<file path="config.mk">
export PLATFORM = sky130hd
export DESIGN_NAME = adc_freeze_ctrl
export DESIGN_NICKNAME = d
export VERILOG_FILES = /design/src/rtl/adc_frz_pkg.sv /design/src/rtl/adc_frz_qual.sv /design/src/rtl/adc_frz_fsm.sv /design/src/rtl/adc_frz_ptr_store.sv /design/src/rtl/adc_freeze_ctrl.sv
export SDC_FILE = /design/constraint.sdc
export NUM_CORES = 1
export LEC_CHECK = 0
export ABC_AREA = 1
export BUFFER_PORTS_ARGS = -buffer_cell sky130_fd_sc_hd__buf_2
export CAP_MARGIN = 10
export CORE_AREA = 2 2 39 41
export CTS_CLUSTER_DIAMETER = 60
export DETAILED_ROUTE_END_ITERATION = 10
export DIE_AREA = 0 0 41 43
export GPL_TIMING_DRIVEN = 0
export PLACE_DENSITY = 0.67
export SYNTH_ARGS = -nofsm -noshare
export SYNTH_HDL_FRONTEND = slang
export SYNTH_HIERARCHICAL = 1
export SYNTH_SLANG_ARGS = --single-unit
</file>
<file path="constraint.sdc">
create_clock -name clk -period 1.1 [get_ports clk]
set_input_delay 0.22 -clock clk [delete_from_list [all_inputs] [get_ports clk]]
set_output_delay 0.22 -clock clk [all_outputs]
set_load 0.1 [all_outputs]
</file>
<file path="src/rtl/adc_frz_pkg.sv">
`timescale 1ns/1ps
package adc_frz_pkg;

  typedef enum logic [1:0] {
    FZ_RUN  = 2'd0,
    FZ_WAIT = 2'd1,
    FZ_HALT = 2'd2
  } fz_state_e;

  // Next state of the freeze controller.
  function automatic fz_state_e f_next_state(
    input fz_state_e cur,
    input logic      req_eff,
    input logic      q_active,
    input logic      busy,
    input logic      done,
    input logic      imm_evt
  );
    fz_state_e nxt;
    nxt = cur;
    unique case (cur)
      FZ_RUN: begin
        if (req_eff) begin
          if (!q_active || imm_evt || !busy || done) nxt = FZ_HALT;
          else                                       nxt = FZ_WAIT;
        end
      end
      FZ_WAIT: begin
        if (!req_eff)              nxt = FZ_RUN;
        else if (done || imm_evt)  nxt = FZ_HALT;
        else                       nxt = FZ_WAIT;
      end
      FZ_HALT: begin
        if (!req_eff) nxt = FZ_RUN;
      end
      default: nxt = FZ_RUN;
    endcase
    return nxt;
  endfunction

  // True on the transition into the halted state.
  function automatic logic f_entering(input fz_state_e cur, input fz_state_e nxt);
    return (nxt == FZ_HALT) && (cur != FZ_HALT);
  endfunction

endpackage

</file>
<file path="src/rtl/adc_frz_qual.sv">
`timescale 1ns/1ps
module adc_frz_qual (
  input  logic frz_line_i,
  input  logic frz_en_i,
  input  logic mode_chg_i,
  input  logic q2_abort_i,
  output logic req_eff_o,
  output logic imm_evt_o
);
  always_comb begin
    req_eff_o = frz_line_i & frz_en_i;
    imm_evt_o = mode_chg_i | q2_abort_i;
  end
endmodule

</file>
<file path="src/rtl/adc_frz_fsm.sv">
`timescale 1ns/1ps
module adc_frz_fsm
  import adc_frz_pkg::*;
(
  input  logic clk,
  input  logic rst_n,
  input  logic req_eff_i,
  input  logic imm_evt_i,
  input  logic q_active_i,
  input  logic conv_busy_i,
  input  logic conv_done_i,
  output logic enter_frz_o,
  output logic in_wait_o,
  output logic frozen_o
);
  fz_state_e state_q, state_d;

  always_comb begin
    state_d     = f_next_state(state_q, req_eff_i, q_active_i,
                               conv_busy_i, conv_done_i, imm_evt_i);
    enter_frz_o = f_entering(state_q, state_d);
  end

  always_ff @(posedge clk or negedge rst_n) begin
    if (!rst_n) state_q <= FZ_RUN;
    else        state_q <= state_d;
  end

  always_comb begin
    in_wait_o = (state_q == FZ_WAIT);
    frozen_o  = (state_q == FZ_HALT);
  end
endmodule

</file>
<file path="src/rtl/adc_frz_ptr_store.sv">
`timescale 1ns/1ps
module adc_frz_ptr_store #(
  parameter int PTR_W = 6
) (
  input  logic             clk,
  input  logic             rst_n,
  input  logic             enter_frz_i,
  input  logic             q_active_i,
  input  logic [PTR_W-1:0] q_ptr_i,
  output logic [PTR_W-1:0] saved_ptr_o,
  output logic             saved_vld_o
);
  always_ff @(posedge clk or negedge rst_n) begin
    if (!rst_n) begin
      saved_ptr_o <= '0;
      saved_vld_o <= 1'b0;
    end else if (enter_frz_i) begin
      saved_vld_o <= q_active_i;
      if (q_active_i) saved_ptr_o <= q_ptr_i;
    end
  end
endmodule

</file>
<file path="src/rtl/adc_freeze_ctrl.sv">
`timescale 1ns/1ps
module adc_freeze_ctrl #(
  parameter int PTR_W = 6
) (
  input  logic             clk,
  input  logic             rst_n,
  input  logic             frz_line_i,
  input  logic             frz_en_i,
  input  logic             q_active_i,
  input  logic             conv_busy_i,
  input  logic             conv_done_i,
  input  logic             mode_chg_i,
  input  logic             q2_abort_i,
  input  logic [PTR_W-1:0] q_ptr_i,
  output logic             frozen_o,
  output logic             hold_o,
  output logic [PTR_W-1:0] saved_ptr_o,
  output logic             saved_vld_o
);
  // Named internal events, visible to the bound checker.
  logic req_eff;
  logic imm_evt;
  logic enter_frz;
  logic in_wait;

  adc_frz_qual u_qual (
    .frz_line_i (frz_line_i),
    .frz_en_i   (frz_en_i),
    .mode_chg_i (mode_chg_i),
    .q2_abort_i (q2_abort_i),
    .req_eff_o  (req_eff),
    .imm_evt_o  (imm_evt)
  );

  adc_frz_fsm u_fsm (
    .clk         (clk),
    .rst_n       (rst_n),
    .req_eff_i   (req_eff),
    .imm_evt_i   (imm_evt),
    .q_active_i  (q_active_i),
    .conv_busy_i (conv_busy_i),
    .conv_done_i (conv_done_i),
    .enter_frz_o (enter_frz),
    .in_wait_o   (in_wait),
    .frozen_o    (frozen_o)
  );

  adc_frz_ptr_store #(.PTR_W(PTR_W)) u_ptr (
    .clk         (clk),
    .rst_n       (rst_n),
    .enter_frz_i (enter_frz),
    .q_active_i  (q_active_i),
    .q_ptr_i     (q_ptr_i),
    .saved_ptr_o (saved_ptr_o),
    .saved_vld_o (saved_vld_o)
  );

  always_comb hold_o = req_eff | frozen_o;
endmodule

</file>
# Word-level counts from Yosys, hierarchy flattened
# Cells that the tools add are included.
[totals]
ff_bits = 9
input_bits = 15
[classes]
n_eq_ne = 4
n_mux = 6
bitwise = 3
n_reduce_logical = 9
[ops]
columns = ["operator", "n"]
rows = [
  ["2-bit 2-to-1 mux", 5],
  ["2-bit one-hot mux with 3 select lines", 1],
  ["2-bit == test (second input constant)", 2],
  ["1-bit logical OR", 4],
  ["2-bit by 1-bit == test with 1-bit output (second input constant)", 1],
  ["1-bit logical NOT", 2],
  ["2-bit logical NOT", 1],
  ["2-bit inequality test (second input constant)", 1],
  ["1-bit OR", 2],
  ["2-bit AND reduction", 1],
  ["1-bit AND", 1],
  ["1-bit logical AND", 1],
]

# Depth between registers and ports, before layout
[depth]
word_depth = 10
mapped_depth = 12
depth_no_buf = 11

# Hierarchy
# The synthesis kept the hierarchy.
[modules_own_cells]
columns = ["mod", "instances", "cells_each", "area_each_um2", "seq_area_each_um2"]
rows = [
  ["adc_frz_ptr_store", 1, 29, 270.3, 175.2],
  ["adc_frz_fsm", 1, 23, 150.1, 50.0],
  ["adc_frz_qual", 1, 5, 18.8, 0.0],
  ["adc_freeze_ctrl", 1, 3, 11.3, 0.0],
]

# Least setup slack after synthesis
# Ideal clock, no wire load.
[synth_timing]
kind = "reg2out"
from = "register u_fsm.state_q[0]"
to = "output hold_o"
t_arrival_ps = 2030
required_ps = 880
slack_ps = -1150
stages_incl_launch_ff = 4
cell_sequence = "dfrtp_1 -> nor2_2 -> inv_1 -> nand2_1"
[synth_via]
elab_chain_cells = 2
[synth_lines]
columns = ["item", "line_no", "text"]
rows = [
  ["start, declared", "adc_frz_fsm.sv:16", "fz_state_e state_q, state_d;"],
  ["start signal, assigned", "adc_frz_fsm.sv:26", "else state_q <= state_d;"],
  ["2-bit == test", "adc_frz_fsm.sv:31", "frozen_o = (state_q == FZ_HALT);"],
  ["via frozen_o", "adc_freeze_ctrl.sv:15", "output logic frozen_o,"],
  ["1-bit OR", "adc_freeze_ctrl.sv:58", "always_comb hold_o = req_eff | frozen_o;"],
  ["end, declared", "adc_freeze_ctrl.sv:16", "output logic hold_o,"],
]
# The timed path passes the listed nets, and every way through them passes these cells.

# Worst setup path in the final report
[layout_timing]
from = "register u_fsm.state_q[0]"
to = "output hold_o"
[layout_via]
elab_chain_cells = 2
[layout_lines]
columns = ["item", "line_no"]
rows = [
  ["2-bit == test", "adc_frz_fsm.sv:31"],
  ["1-bit OR", "adc_freeze_ctrl.sv:58"],
]
# Every way passes these cells.

==> out/qor.yml <==
status: "complete, but fails checks"
failed_checks: "setup timing"
final_core_util_pct: 60.1
power.density_mw_per_mm2: 2150
synth_fp_nets: 75
synth-seq-cells: 9
clock_path_buffers: 2
reg2reg_depth: 11
cts_htree_levels: 1
fin_crit_sh_pct: 124
hold_path_class: "in -> reg"
hold_viol: 0
regArea_um2: 235
cp_max_fo: 4
maxClockFrequency_mhz: 731
hold-path-endpoint: "u_ptr/saved_ptr_o[2]$_DFFE_PN0P_"
setup_tns_ps: -2170
whs_ps: 196
die_w_um: 41
syn_inst: 60
wl_per_cell_um: 11.1
vias_per_cell: 4.34
pwr-share-comb_pct: 58.6
final_cells: 111
ir_drop_uv: 767
crit_chain: "nor2_4 -> inv_2 -> nand2_4 -> buf_12"
ys_seq_area_share_pct: 50.0
final_cell_area_um2: 832
drtIter0Drc: 1
synth_area_um2: 450
slowest_delay_ps: 440
cts_tree: "done"
netSwitchingFraction_pct: 50.6
ys_top_cells_by_area: "dfrtp_1, nand2_1, inv_1"
numClockSinks: 9
path_delay_family: "flip-flops"
synth_ff_type: "dfrtp_1"
setup_viol: 10
diodes: 0
synth_edf_count: 0
dp_slack_ps: -291
leakagePower_nw: 0.448
required_ps: 880
p_switching_uw: 904
setup_ws_ps: -267
grtUsageTotal_pct: 15.4
initial_utilization_pct: 32.5
path_class: "reg -> out"
syn_avg_cell_area_um2: 7.51
syn_to_final_growth_pct: 84.7
clk_latency_ps: 260
regToRegSetupSlack_ps: -220
p_total_mw: 1.79
yosysTopAreaCell: "dfrtp_1"
drc: 0
synth_top_area_share_pct: 50.0
placed_cells: 99
die-area_mm2: 0.00176
critPathCaptureType: "primary output"
worstHoldStart: "q_ptr_i[2]"
io_pins: 24
cp-start-kind: "register"
fillers: 135
grt_pass1_vias: 436
multi_input_area_um2: 218
synthTopCellsByCount: "nand2_1, inv_1, dfrtp_1, nand3_1"
cp.arrival_ps: 1150
finalMaxSlewViolations: 0
post-route-min-period_ps: 1370
drtAntennaViolNets: 0
yosysUniqueCellTypes: 12
final_nets: 111
reg2reg_to: "u_ptr/saved_ptr_o[3]$_DFFE_PN0P_"
cp.depth: 4
rr_startpoint: "u_fsm/state_q[1]$_DFF_PN0_"
fp.dieH_um: 43
place_congestion: 0.699
drt-total-wl_um: 1230
crit_slowest_cell: "dfrtp_2"
dr.pass1.iters: 2
overflow: 0
rsz0062_at_grt: "true"
rows: 14
critPathBufInv: 2
drv_cap: 0
min_path_cells: 3
power.share.clock_pct: 14.2
numCtsBuffers: 3
vias: 482
core_mm2: 0.00138
place_hpwl_um: 801
grt_antenna_before_repair: 0
synth-async-reset-ratio_pct: 100
slew-limit-headroom_pct: 84.3
place_area_um2: 621
grt_max_degree: 10
worstMarginPinSlew_ps: 236
port_buffers: 23
clk_pin_slew_ps: 60
finClkSkew_ps: 0.584
grt_pass1_wl_um: 1760
p_seq_share_pct: 27.1
yosys_warnings: 6
cts_root_buffer: "clkbuf_4"
drive_above_1_share_pct: 60.0
synth.most_common_cell: "nand2_1"
p_int_uw: 883
cell families (layout without fill, tap and decap cells):
logic type | count (synthesis) | count (layout) | synth area share [%]
buf+inv | 14 | 49 | 11.9
flops | 9 | 9 | 50.0
simple gates | 35 | 35 | 35.3
compound gates | 2 | 2 | 2.78
worst max path at each step:
stage / start / endpoint / slack (ps)
CTS: u_fsm/state_q[1]$_DFF_PN0_ / u_ptr/saved_ptr_o[5]$_DFFE_PN0P_ / -270
global route: u_fsm/state_q[0]$_DFF_PN0_ / hold_o / -340
detailed placement: frz_line_i / u_ptr/saved_ptr_o[5]$_DFFE_PN0P_ / -290
finish: u_fsm/state_q[0]$_DFF_PN0_ / hold_o / -270
global placement: u_fsm/state_q[1]$_DFF_PN0_ / hold_o / -210
floorplan: u_fsm/state_q[1]$_DFF_PN0_ / u_ptr/saved_ptr_o[0]$_DFFE_PN0P_ / -550
per-layer routing:
layer | global-route usage, % | vias up | share of wire (%)
met2 | 24.4 | 19 | 56
met1 | 16.3 | 215 | 37
met3 | 6.81 | 0 | 7.0
met5 | 0 | - | 0
met4 | 8.00 | 0 | 0
li1 | - | 248 | -
worst reg2reg max path: stages, from the launching register on:
cell	delay, ps
dfrtp_1	400
inv_2	100
nand2_2	60
nor2_1	90
nand2_1	70
nand3_2	70
nand2_1	60
inv_2	60
buf_8	130
nand2_8	70
nand2_2	60
nand2_1	50
power groups by stage:
stage / Sequential [mW] / Clock (mW) / Combinational [mW]
floorplan: 0.975 / 0 / 0.160
global placement: 0.454 / 0 / 0.809
detailed placement: 0.458 / 0 / 0.816
CTS: 0.469 / 0.265 / 0.945
global route: 0.492 / 0.289 / 1.09
finish: 0.485 / 0.254 / 1.05
registers in the layout, indices dropped and copies added, names as in the netlist:
signal and count:
u_fsm/state_q 2, u_ptr/saved_vld_o 1, u_ptr/saved_ptr_o 6
what timing repair did:
action                                 4_1_cts  5_1_grt
endpoints found under the hold margin        9        0
setup buffers                                6        1
pin swaps                                    3        2
setup endpoints to repair                   16       13
gates resized for setup                     20       19
hold buffers                                 1        0
cell type report:
type | count | share of cell area, %
repair buffers | 31 | 32.3
flip-flops and latches | 9 | 28.3
multi-input cells | 37 | 26.2
inverters | 13 | 5.86
clock buffers | 4 | 3.16
well taps | 16 | 2.41
plain buffers | 1 | 1.80
placed cells by master, fill, tap and decap left out, drive strengths merged:
cell	instances
nor2	4
buf	31
clkbuf	4
o21ai	1
nand2	23
a211oi	1
nand3	8
inv	13
dlygate4sd3	1
dfrtp	9
Note: power is estimated with default switching activity, not from simulation.
